### src/rtl/byte_order_pkg.sv
package byte_order_pkg;
  localparam int DATA_W = 64;
  localparam int IMM_W = 32;
  localparam int NUM_LANES = $clog2(DATA_W / 8);

  typedef struct packed {
    logic doSwap;
    logic badCode;
    logic [NUM_LANES-1:0] laneSel;
  } swapCtl_t;
endpackage

### src/rtl/byte_order_ctrl.sv
module byte_order_ctrl
  import byte_order_pkg::*;
#(
  parameter bit HOST_BIG = 1'b0
) (
  input  logic             isAlu64,
  input  logic             orderSel,
  input  logic [IMM_W-1:0] widthImm,
  output swapCtl_t         ctl
);
  logic [NUM_LANES-1:0] widthHit;

  for (genvar g = 0; g < NUM_LANES; g++) begin : gHit
    assign widthHit[g] = (widthImm == IMM_W'(16 << g));
  end

  always_comb begin
    ctl.laneSel = widthHit;
    ctl.doSwap  = isAlu64 | (orderSel != HOST_BIG);
    ctl.badCode = (widthHit == '0) | (isAlu64 & orderSel);
  end
endmodule

### src/rtl/byte_order_dp.sv
module byte_order_dp
  import byte_order_pkg::*;
(
  input  logic              clk,
  input  logic              rst_n,
  input  logic              inValid,
  input  swapCtl_t          ctl,
  input  logic [DATA_W-1:0] dstIn,
  output logic [DATA_W-1:0] result,
  output logic              resValid,
  output logic              illegal
);
  logic [DATA_W-1:0] swapLane [NUM_LANES];
  logic [DATA_W-1:0] passLane [NUM_LANES];
  logic [DATA_W-1:0] nextRes;

  for (genvar g = 0; g < NUM_LANES; g++) begin : gLane
    localparam int NB = 2 << g;
    logic [DATA_W-1:0] sw;
    always_comb begin
      sw = '0;
      for (int b = 0; b < NB; b++) sw[b*8 +: 8] = dstIn[(NB-1-b)*8 +: 8];
    end
    assign swapLane[g] = sw;
    assign passLane[g] = DATA_W'(dstIn[NB*8-1:0]);
  end

  always_comb begin
    nextRes = '0;
    for (int g = 0; g < NUM_LANES; g++)
      if (ctl.laneSel[g]) nextRes |= ctl.doSwap ? swapLane[g] : passLane[g];
    if (ctl.badCode) nextRes = '0;
  end

  always_ff @(posedge clk or negedge rst_n) begin
    if (!rst_n) begin
      result   <= '0;
      resValid <= 1'b0;
      illegal  <= 1'b0;
    end else begin
      resValid <= inValid;
      illegal  <= inValid & ctl.badCode;
      if (inValid) result <= nextRes;
    end
  end
endmodule

### src/rtl/byte_order_unit.sv
module byte_order_unit
  import byte_order_pkg::*;
#(
  parameter bit HOST_BIG = 1'b0
) (
  input  logic              clk,
  input  logic              rst_n,
  input  logic              inValid,
  input  logic              isAlu64,
  input  logic              orderSel,
  input  logic [IMM_W-1:0]  widthImm,
  input  logic [DATA_W-1:0] dstIn,
  output logic [DATA_W-1:0] result,
  output logic              resValid,
  output logic              illegal
);
  swapCtl_t ctl;

  byte_order_ctrl #(.HOST_BIG(HOST_BIG)) uCtrl (
    .isAlu64(isAlu64), .orderSel(orderSel), .widthImm(widthImm), .ctl(ctl)
  );

  byte_order_dp uDp (
    .clk(clk), .rst_n(rst_n), .inValid(inValid), .ctl(ctl), .dstIn(dstIn),
    .result(result), .resValid(resValid), .illegal(illegal)
  );
endmodule

### config.mk
export PLATFORM = sky130hd
export DESIGN_NAME = byte_order_unit
export DESIGN_NICKNAME = d
export VERILOG_FILES = /design/src/rtl/byte_order_pkg.sv /design/src/rtl/byte_order_ctrl.sv /design/src/rtl/byte_order_dp.sv /design/src/rtl/byte_order_unit.sv
export SDC_FILE = /design/constraint.sdc
export NUM_CORES = 1
export LEC_CHECK = 0
export BUFFER_PORTS_ARGS = -buffer_cell sky130_fd_sc_hd__buf_2
export CAP_MARGIN = 0
export CORE_MARGIN = 2
export CORE_UTILIZATION = 43
export CTS_CLUSTER_SIZE = 12
export DETAILED_ROUTE_END_ITERATION = 16
export GPL_ROUTABILITY_DRIVEN = 0
export PLACE_DENSITY = 0.78
export SYNTH_ARGS = -nofsm -noshare
export SYNTH_HDL_FRONTEND = slang
export SYNTH_SLANG_ARGS = --single-unit
### constraint.sdc
create_clock -name clk -period 0.8 [get_ports clk]
set_clock_uncertainty 0.15 [all_clocks]
set_input_delay 0.08 -clock clk [delete_from_list [all_inputs] [get_ports clk]]
set_output_delay 0.08 -clock clk [all_outputs]
set_load 0.02 [all_outputs]
==> results of run 1 <==
==> worst min-delay path: cells and delay by family <==
family,cells,cell delay [ns]
compound gates,2,0.18
buf+inv,1,0.14
==> metrics by stage <==
stage	cell area (um2)	cells	hold slack, ns	TNS (ns)
2_1_floorplan	3836	353	-0.3656	-61.07
3_3_place_gp	5180	648	-0.05981	-80.20
3_5_place_dp	5180	648	-0.05832	-82.36
4_1_cts	6227	698	-0.06975	-70.53
5_1_grt	6684	710	-0.05663	-78.53
6_report	6684	710	-0.05106	-73.06
==> power by group through the flow <==
stage | clock [mW] | combinational [mW] | sequential, mW
after floorplan | 0 | 0.563 | 3.41
final | 2.93 | 1.58 | 3.34
after global routing | 3.10 | 1.66 | 3.34
after global placement | 0 | 1.33 | 3.41
after detailed placement | 0 | 1.36 | 3.41
after CTS | 2.91 | 1.42 | 3.34
==> path summary, 6_finish.rpt <==
kind	depth (start not counted)	slack [ns]	endpoint
worst min-delay path	3	-0.05	uDp.result[3]$_DFFE_PN0P_
worst min register to register	2	0.41	uDp.result[57]$_DFFE_PN0P_
max in group asynchronous	3	0.17	uDp.result[13]$_DFFE_PN0P_
min in group asynchronous	3	0.10	uDp.result[8]$_DFFE_PN0P_
worst max-delay path	7	-0.92	uDp.result[63]$_DFFE_PN0P_
worst max register to register	4	-0.31	uDp.result[11]$_DFFE_PN0P_
==> cell usage in the layout (no fill, tap or decap), types with 2 or more instances in the layout <==
| master | netlist | final |
|---|---|---|
| buf_2 | 1 | 92 |
| buf_6 | 3 | 79 |
| buf_4 | 1 | 76 |
| dfrtp_1 | 66 | 66 |
| inv_1 | 64 | 64 |
| mux2i_1 | 32 | 32 |
| a22o_1 | 32 | 32 |
| o22ai_2 | 0 | 28 |
| o32ai_2 | 28 | 24 |
| a22oi_1 | 16 | 16 |
| a222oi_1 | 16 | 16 |
| buf_12 | 0 | 14 |
| clkbuf_8 | 0 | 10 |
| o32ai_4 | 0 | 8 |
| o22ai_1 | 33 | 5 |
| nor4_4 | 0 | 4 |
| nand2_1 | 3 | 3 |
| nor2_1 | 5 | 3 |
| clkinvlp_4 | 0 | 3 |
| nand4_1 | 2 | 2 |
| nor2b_1 | 2 | 2 |
| nor3b_1 | 2 | 2 |
| clkbuf_16 | 0 | 2 |
==> routing by layer <==
metal	GRT usage, %	vias up	routed length [um]
li1	-	1850	-
met1	39.83	2146	6069
met2	48.31	387	7704
met3	5.870	85	1665
met4	12.93	0	895
met5	0	-	0
==> flip-flops by register name (all words and copies together) (netlist names) <==
name,cells
uDp.result,64
uDp.resValid,1
uDp.illegal,1
==> what timing repair did <==
action / in CTS / in global routing
setup endpoints to repair: 131 / 132
setup buffers: 32 / 16
gates resized for setup: 156 / 54
cloned: 2 / 2
pin swaps: 4 / 11
endpoints found under the hold margin: 85 / 10
==> logic make-up after synthesis <==
group	Yosys count
flip-flops	66
buffers and inverters	97
multiplexers	32
AO/OA/AOI/OAI	131
XOR/XNOR	1
AND/OR/NAND/NOR	26
==> area by class of cell <==
cell class | instances | area share [%]
well taps | 108 | 2.022
repair buffers | 266 | 34.46
multi-input cells | 190 | 32.16
flip-flops and latches | 66 | 24.71
clock inverters | 6 | 0.9921
inverters | 64 | 3.594
clock buffers | 10 | 2.059
==> run_results.csv, run 1 <==
group,metric,value,unit
timing,whs,-0.05106,ns
synth,yosysSeqAreaShare,43.54,%
timing,fin_crit_sh,214.7,%
synth,synth_common_cells,"dfrtp_1, inv_1, o22ai_1",
power_and_ir_drop,swShare,29.18,%
place,io_buffers,166,
timing,relSlewSlack,46.35,%
finish,nets,698,
power_and_ir_drop,netSwitchingPower,2.291,mW
finish,final_util,77.40,%
worst_setup_path,criticalPathCategory,"input port to register",
timing,setup_ws,-0.9178,ns
timing,max_clock_freq,0.5821,GHz
worst_setup_path,startpoint_type,"input port",
power_and_ir_drop,p_clk_share,37.3,%
floorplanning,dieWidth,97.93,um
place,preCtsSetupSlack,-1.424,ns
global_routing,grt_max_degree,67,
finish,multiInputGateArea,2150,um2
run,maxCapViolCount,0,
synth,synth_mux_area_share,8.443,%
status,status,"finished with violations",
timing,setup_violations,131,
worst_setup_path,cp_top_family,"simple AND/OR/NAND/NOR gates",
synth,synth.distinct_cells,29,
synth,synth.avg_cell_area,10.75,um2
worst_hold_path,hold_class,"input port to register",
finish,drive_gt1_share,58.80,%
cts,htree_levels,3,
finish,antennaDiodeCount,0,
synth,yosys.area.top_type,"dfrtp_1",
cts,clkLatencyLatePin,0.35,ns
drt,drtAntennaViolNets,0,
place,hpwl,10160,um
synth,synth-edff-count,0,
drt,routed_wl,16330,um
worst_setup_path,cp-end-kind,"register",
synth,yosys_warnings,0,
synth,yosys-top-cells-area,"dfrtp_1, o32ai_2, mux2i_1, a22o_1, inv_1",
drt,drc_errors,0,
synth,synth_cells,353,
drt,first_iter_violations,714,
cts,holdBufCountCts,1,
synth,ys_ff_latch,66,
cts,clock_path_buffers,2,
finish,fillers,501,
floorplanning,die-area,9589,um2
cts,clock-sinks,66,
floorplanning,die_h,97.93,um
global_routing,antenna_found_initial,0,
timing,hold_viol,12,
worst_setup_path,arrival,1.82,ns
finish,area_growth,76.19,%
synth,synthArstFlopShare,100.0,%
worst_setup_path,required,0.90,ns
global_routing,grt_first_pass_wirelength,22650,um
floorplanning,core,8636,um2
floorplanning,num_rows,34,
worst_setup_path,max_stage_delay,0.56,ns
finish,regArea,1652,um2
drt,wl_per_cell,23.01,um
worst_setup_path,r2r-start,"uDp.result[11]$_DFFE_PN0P_",
worst_setup_path,worstSetupStartpoint,"widthImm[15]",
global_routing,grt_usage,30.11,%
worst_setup_path,crit_buf_inv,3,
power_and_ir_drop,seq_power_share,42.6,%
power_and_ir_drop,power,7.850,mW
cts,cts_buffers,9,
floorplanning,initial_core_util,43.93,%
power_and_ir_drop,p_int,5.559,mW
timing,min_period,1.718,ns
synth,yosys_most_used_dff,"dfrtp_1",
drt,first_pass_iters,10,
global_routing,globalRouteOverflowTotal,0,
worst_setup_path,cp_slowest_cell,"or4b_4",
drt,viasPerCell,6.293,
global_routing,first_global_vias,4274,
power_and_ir_drop,peakVddDrop,770.7,uV
worst_setup_path,critical_path_peak_fanout,7,
timing,rsz0062_at_grt,"yes",
power_and_ir_drop,p_comb_share,20.2,%
synth,syn_nets,454,
status,violations,"hold timing, setup timing",
power_and_ir_drop,power.leakage,2.924,nW
synth,yosysMostFrequentCell,"dfrtp_1",
synth,synth_compound_area_share,33.51,%
timing,maxSlewViolCount,0,
floorplanning,io_pins,167,
cts,tritoncts,"done",
worst_hold_path,hp-start,"dstIn[3]",
drt,via_count,4468,
synth,synth_top_area_share,43.54,%
timing,tightest_slew,0.8047,ns
cts,clk_pin_slew,0.09,ns
synth,synth_top_family_by_area,"compound AO/OA/AOI/OAI gates",
synth,synth-simple-area-share,3.958,%
synth,syn_area,3794,um2
synth,synth_xor_xnor_area_share,0.2309,%
worst_setup_path,path_cells,"buf_2 > nor4_1 > nand4_1 > or4b_4 > buf_12 > buf_16 > o32ai_2",
power_and_ir_drop,p_per_area,1174,nW/um2
cts,cts-root-buf,"clkbuf_8",
synth,synthAdderAreaFrac,0,%
(Power assumes the default switching activity.)
==> inputs of run 2 (changes only) <==
- ABC_AREA: default -> 1
- PLACE_DENSITY: 0.78 -> 0.74
==> run_results.csv, run 2 <==
group,metric,value,unit
cts,cts_buffers,9,
finish,reg_top3,"uDp.result (64), uDp.illegal (1), uDp.resValid (1)",
synth,synth.avg_cell_area,6.408,um2
finish,area_growth,66.52,%
timing,setup_violations,131,
worst_setup_path,crit_buf_inv,4,
finish,stdcell_count,1160,
timing,max_clock_freq,0.7528,GHz
global_routing,first_global_vias,5438,
worst_setup_path,ff2ff_path_depth,5,
power_and_ir_drop,p_comb_share,15.9,%
place,hpwl,12210,um
worst_setup_path,startpoint_type,"input port",
synth,synth_compound_area_share,18.31,%
finish,final_common_cell,"nand2_1",
synth,yosysSeqAreaShare,34.05,%
place,preCtsSetupSlack,-0.8173,ns
timing,hold_viol,6,
cts,htree_levels,3,
timing,relSlewSlack,78.15,%
cts,tritoncts,"done",
worst_setup_path,rrSetupSlack,-0.33,ns
synth,synth_top_area_share,34.05,%
finish,final_util,73.87,%
global_routing,globalRouteOverflowTotal,0,
global_routing,antenna_found_initial,0,
timing,setup_ws,-0.5284,ns
worst_hold_path,min_to,"uDp.result[60]$_DFFE_PN0P_",
cts,clkLatencyLatePin,0.33,ns
worst_setup_path,cp-end-kind,"register",
status,violations,"hold timing, setup timing",
synth,ys_ff_latch,66,
finish,final_cell_mix,"nand2_1, buf_6, inv_1",
synth,synth_common_cells,"nand2_1, inv_1, nor2_1",
cts,cts-root-buf,"clkbuf_16",
power_and_ir_drop,peakVddDrop,991.4,uV
floorplanning,initial_core_util,44.36,%
run,maxCapViolCount,0,
synth,syn_area,4851,um2
worst_setup_path,r2r-start,"uDp.result[42]$_DFFE_PN0P_",
place,dp.cells,1108,
worst_setup_path,arrival,1.43,ns
floorplanning,die_h,110.2,um
power_and_ir_drop,netSwitchingPower,2.423,mW
drt,drc_errors,0,
synth,synth-simple-area-share,34.95,%
power_and_ir_drop,p_int,6.728,mW
power_and_ir_drop,seq_power_share,36.6,%
drt,viasPerCell,5.341,
drt,drtAntennaViolNets,0,
floorplanning,core,10940,um2
worst_setup_path,cp_top_family,"simple AND/OR/NAND/NOR gates",
drt,first_pass_iters,7,
floorplanning,dieWidth,110.2,um
synth,yosys_most_used_dff,"dfrtp_1",
global_routing,grt_usage,28.19,%
floorplanning,die-area,12150,um2
finish,nets,1117,
worst_setup_path,path_cells,"buf_6 > inv_2 > nand2_1 > nor2_1 > nand2_1 > nor2_4 > buf_12 > nand2_4 > nand3_4 > nand3_4 > buf_4 > o21bai_1",
synth,yosys-top-cells-area,"dfrtp_1, nand2_1, inv_1, nor2_1, nand3_1",
worst_hold_path,hold_class,"input port to register",
cts,clk_pin_slew,0.06,ns
timing,fin_crit_sh,166.0,%
drt,routed_wl,18850,um
worst_setup_path,max_stage_delay,0.20,ns
power_and_ir_drop,power.leakage,4.286,nW
finish,fillers,814,
synth,yosys.area.top_type,"dfrtp_1",
power_and_ir_drop,swShare,26.48,%
finish,multiInputGateArea,2796,um2
timing,whs,-0.02694,ns
global_routing,grt_max_degree,43,
timing,tightest_slew,0.3278,ns
worst_hold_path,holdPathStages,5,
worst_setup_path,cp_slowest_cell,"buf_4",
worst_setup_path,required,0.90,ns
finish,antennaDiodeCount,0,
worst_hold_path,hp-start,"dstIn[60]",
synth,syn_nets,858,
cts,clock_path_buffers,2,
global_routing,grt_first_pass_wirelength,26070,um
finish,drive_gt1_share,38.82,%
status,status,"finished with violations",
synth,yosys_warnings,0,
synth,synth_xor_xnor_area_share,0,%
finish,regArea,1652,um2
worst_setup_path,critical_path_peak_fanout,9,
synth,synth_mux_area_share,0,%
synth,synth-edff-count,0,
drt,first_iter_violations,673,
cts,clock-sinks,66,
drt,wl_per_cell,16.25,um
synth,yosysMostFrequentCell,"nand2_1",
floorplanning,num_rows,38,
power_and_ir_drop,p_per_area,1133,nW/um2
finish,largest_reg_flops,64,
power_and_ir_drop,p_clk_share,47.5,%
floorplanning,io_pins,167,
synth,synthAdderAreaFrac,0,%
finish,regMostFlops,"uDp.result",
synth,synthArstFlopShare,100.0,%
timing,maxSlewViolCount,0,
synth,synth_top_family_by_area,"simple AND/OR/NAND/NOR gates",
worst_setup_path,criticalPathCategory,"input port to register",
synth,synth.distinct_cells,26,
timing,tns,-51.40,ns
timing,rsz0062_at_grt,"yes",
place,io_buffers,166,
timing,min_period,1.328,ns
worst_setup_path,r2r-end,"uDp.result[42]$_DFFE_PN0P_",
synth,synth_cells,757,
drt,via_count,6196,
==> run 2: cell types whose count changed in the layout (fill, tap and decap cells not counted), sizes merged, moves of 46 or more <==
cell	previous run	this run
nand2	3	228
nand3	0	59
nor2	5	98
o21bai	0	48
inv	64	110
o21ai	1	62
==> run 2: layout make-up <==
type                    instances  area share, %
repair buffers                292          33.33
flip-flops and latches         66          20.45
inverters                     111          5.499
multi-input cells             536          34.62
well taps                     140          2.169
clock inverters                 5         0.9758
clock buffers                  10          2.958
==> run 2: cells by family (layout without fill, tap and decap cells) <==
group	after synthesis	after routing
buf+inv	155	418
compound gates	134	134
flops	66	66
simple gates	402	402
==> run 2: worst max-delay path by stage <==
stage | to | depth (start not counted) | from
2_1_floorplan | uDp.result[43]$_DFFE_PN0P_ | 11 | widthImm[2]
3_5_place_dp | uDp.result[1]$_DFFE_PN0P_ | 11 | widthImm[2]
3_3_place_gp | uDp.result[23]$_DFFE_PN0P_ | 11 | widthImm[2]
6_report | uDp.result[15]$_DFFE_PN0P_ | 12 | widthImm[17]
5_1_grt | uDp.result[0]$_DFFE_PN0P_ | 12 | widthImm[17]
4_1_cts | uDp.result[40]$_DFFE_PN0P_ | 11 | widthImm[2]
==> run 2: repair_timing <==
item,CTS,global route
setup buffers,3,27
hold buffers,1,0
resized for setup,100,135
cloned,0,6
pin swaps,1,30
setup endpoints to repair,131,131
hold endpoints to repair,72,0
==> run 2: through the flow <==
step	power, mW	instance area [um2]
after detailed placement	4.701	6559
after floorplan	3.978	4917
after CTS	9.016	7242
after global routing	9.437	8078
final	9.151	8078
after global placement	4.690	6559
==> run 2: worst reg2reg max path, delay by kind of cell (launching register included) <==
family	cells	cell delay (ns)
flops	1	0.39
buf+inv	3	0.30
compound gates	1	0.15
simple gates	1	0.03
==> run 2: routing by layer <==
layer	track usage [%]	part of all wire (%)
met4	11.61	4.6
met3	4.997	10
met5	0	0
met2	45.75	46
met1	37.09	39
==> run 2: power by group through the flow <==
stage	logic, mW	registers, mW	clock network, mW
6_report	1.46	3.35	4.35
4_1_cts	1.32	3.35	4.35
5_1_grt	1.59	3.35	4.50
2_1_floorplan	0.565	3.41	0
3_5_place_dp	1.30	3.41	0
3_3_place_gp	1.28	3.41	0
==> inputs of run 3 (changes only) <==
- CTS_BUF_LIST: default -> sky130_fd_sc_hd__clkbuf_2
==> run_results.csv, run 3 (synthesized netlist as in run 2, its figures left out) <==
group,metric,value,unit
worst_setup_path,path_depth,2,
worst_setup_path,max_stage_delay,0.47,ns
worst_setup_path,criticalPathCategory,"register to output port",
drt,drc_errors,0,
worst_setup_path,crit_buf_inv,2,
drt,maxUsedRoutingLayer,"met4",
floorplanning,die_h,110.2,um
finish,regMostFlops,"uDp.result",
status,status,"finished with violations",
finish,final_cell_mix,"nand2_1, buf_6, buf_2",
finish,nets,1171,
finish,antennaDiodeCount,0,
timing,tightest_slew,0.9775,ns
power_and_ir_drop,p_comb_share,24.2,%
cts,htree_levels,3,
timing,maxSlewViolCount,0,
cts,clk_pin_slew,0.22,ns
global_routing,grt_first_pass_wirelength,33510,um
worst_setup_path,startpoint_type,"register",
finish,stdcell_count,1214,
floorplanning,io_pins,167,
worst_setup_path,worstSetupEndpoint,"result[15]",
drt,route.met2.wl,11820,um
floorplanning,core,10940,um2
power_and_ir_drop,p_per_area,832.3,nW/um2
finish,area_growth,91.00,%
worst_setup_path,r2r-end,"uDp.result[8]$_DFFE_PN0P_",
cts,clock_path_buffers,2,
floorplanning,initial_core_util,44.36,%
drt,via_count,7489,
worst_setup_path,cp_slowest_cell,"dfrtp_1",
global_routing,first_global_vias,6666,
floorplanning,num_rows,38,
run,maxCapViolCount,0,
worst_setup_path,rrSetupSlack,-0.35,ns
cts,cts_buffers,9,
power_and_ir_drop,seq_power_share,43.4,%
drt,first_pass_iters,7,
drt,viasPerCell,6.169,
finish,largest_reg_flops,64,
worst_setup_path,crit_top_cell,"buf_6",
drt,wl_per_cell,22.83,um
worst_setup_path,cp-end-kind,"output port",
floorplanning,dieWidth,110.2,um
timing,rsz0062_at_grt,"yes",
power_and_ir_drop,netSwitchingPower,2.639,mW
worst_setup_path,worstSetupStartpoint,"uDp.result[15]$_DFFE_PN0P_",
timing,tns,-76.18,ns
timing,setup_violations,131,
timing,fin_crit_sh,193.9,%
place,hpwl,12210,um
finish,final_common_cell,"nand2_1",
cts,clock-sinks,66,
place,dp.cells,1108,
drt,dr_wl_met3,4002,um
place,io_buffers,166,
status,violations,"hold timing, setup timing",
cts,clkLatencyLatePin,0.58,ns
drt,first_iter_violations,1395,
timing,setup_ws,-0.7512,ns
worst_setup_path,critical_path_peak_fanout,2,
global_routing,grt_usage,36.52,%
drt,drtAntennaViolNets,0,
power_and_ir_drop,peakVddDrop,616.3,uV
worst_setup_path,arrival,1.32,ns
drt,routed_wl,27710,um
worst_hold_path,hold_class,"input port to register",
worst_setup_path,cp_top_family,"flip-flops",
power_and_ir_drop,power,7.711,mW
power_and_ir_drop,p_clk_share,32.3,%
global_routing,grt_max_degree,43,
worst_setup_path,required,0.57,ns
finish,drive_gt1_share,46.83,%
finish,reg_top3,"uDp.result (64), uDp.illegal (1), uDp.resValid (1)",
place,preCtsSetupSlack,-0.8173,ns
worst_setup_path,r2r-start,"uDp.result[8]$_DFFE_PN0P_",
drt,met1_length,8956,um
power_and_ir_drop,power.leakage,4.611,nW
timing,max_clock_freq,0.6447,GHz
timing,hold_viol,131,
timing,min_period,1.551,ns
cts,tritoncts,"done",
worst_setup_path,path_cells,"buf_6 > buf_6",
global_routing,globalRouteOverflowTotal,0,
worst_setup_path,ff2ff_path_depth,4,
timing,relSlewSlack,34.14,%
power_and_ir_drop,p_int,5.073,mW
floorplanning,die-area,12150,um2
global_routing,antenna_found_initial,0,
power_and_ir_drop,swShare,34.22,%
timing,whs,-0.2476,ns
cts,cts-root-buf,"clkbuf_2",
-- run 3: cell types whose count changed in the layout (fill, tap and decap cells not counted), sizes merged --
cell,change
inv,-1
clkinv,+2
buf,+25
clkbuf,-1
dlygate4sd3,+29
-- run 3: worst min path at each step --
stage	cells after the start	slack (ns)	startpoint	endpoint
global route	4	-0.26	inValid	uDp.result[16]$_DFFE_PN0P_
detailed placement	2	-0.07	rst_n	uDp.result[38]$_DFFE_PN0P_
finish	4	-0.25	inValid	uDp.result[16]$_DFFE_PN0P_
CTS	5	-0.22	dstIn[3]	uDp.result[59]$_DFFE_PN0P_
floorplan	0	-0.37	rst_n	uDp.illegal$_DFF_PN0_
global placement	2	-0.05	rst_n	uDp.result[39]$_DFFE_PN0P_
-- run 3: through the flow --
stage / hold WS (ns) / util [%] / cell area, um2
after detailed placement: -0.06648 / 59.98 / 6559
final: -0.2476 / 84.73 / 9265
after global placement: -0.05160 / 59.98 / 6559
after global routing: -0.2602 / 84.73 / 9265
after CTS: -0.2182 / 78.25 / 8557
after floorplan: -0.3656 / - / 4917
-- run 3: metal layers --
layer | vias up | GRT usage [%]
met5 | - | 0
met4 | 0 | 24.64
met3 | 301 | 9.818
met2 | 793 | 58.46
met1 | 3390 | 42.70
li1 | 3005 | -
-- run 3: worst min-delay path, cell delays in order --
cell and delay, ns:
buf_2 0.11, buf_12 0.15, nand4_1 0.10, nand2_1 0.05
-- run 3: timing repair --
item | in CTS | in global routing
resized for setup | 274 | 148
endpoints found under the hold margin | 132 | 129
setup endpoints to repair | 131 | 131
setup buffers | 33 | 19
cloned | 14 | 4
hold buffers | 29 | 1
pin swaps | 55 | 73
-- run 3: layout make-up --
class | count | area (um2)
repair buffers | 346 | 3533
clock buffers | 9 | 45.04
inverters | 111 | 456.7
fillers | 527 | 1670
multi-input cells | 536 | 3321
flip-flops and latches | 66 | 1652
clock inverters | 6 | 82.58
well taps | 140 | 175.2
-- run 3: power by group through the flow --
| stage | Clock (mW) | Sequential [mW] | Combinational (mW) |
|---|---|---|---|
| after floorplan | 0 | 3.41 | 0.565 |
| after global placement | 0 | 3.41 | 1.28 |
| after detailed placement | 0 | 3.41 | 1.30 |
| after CTS | 2.37 | 3.35 | 1.47 |
| after global routing | 2.59 | 3.35 | 1.94 |
| final | 2.49 | 3.35 | 1.87 |
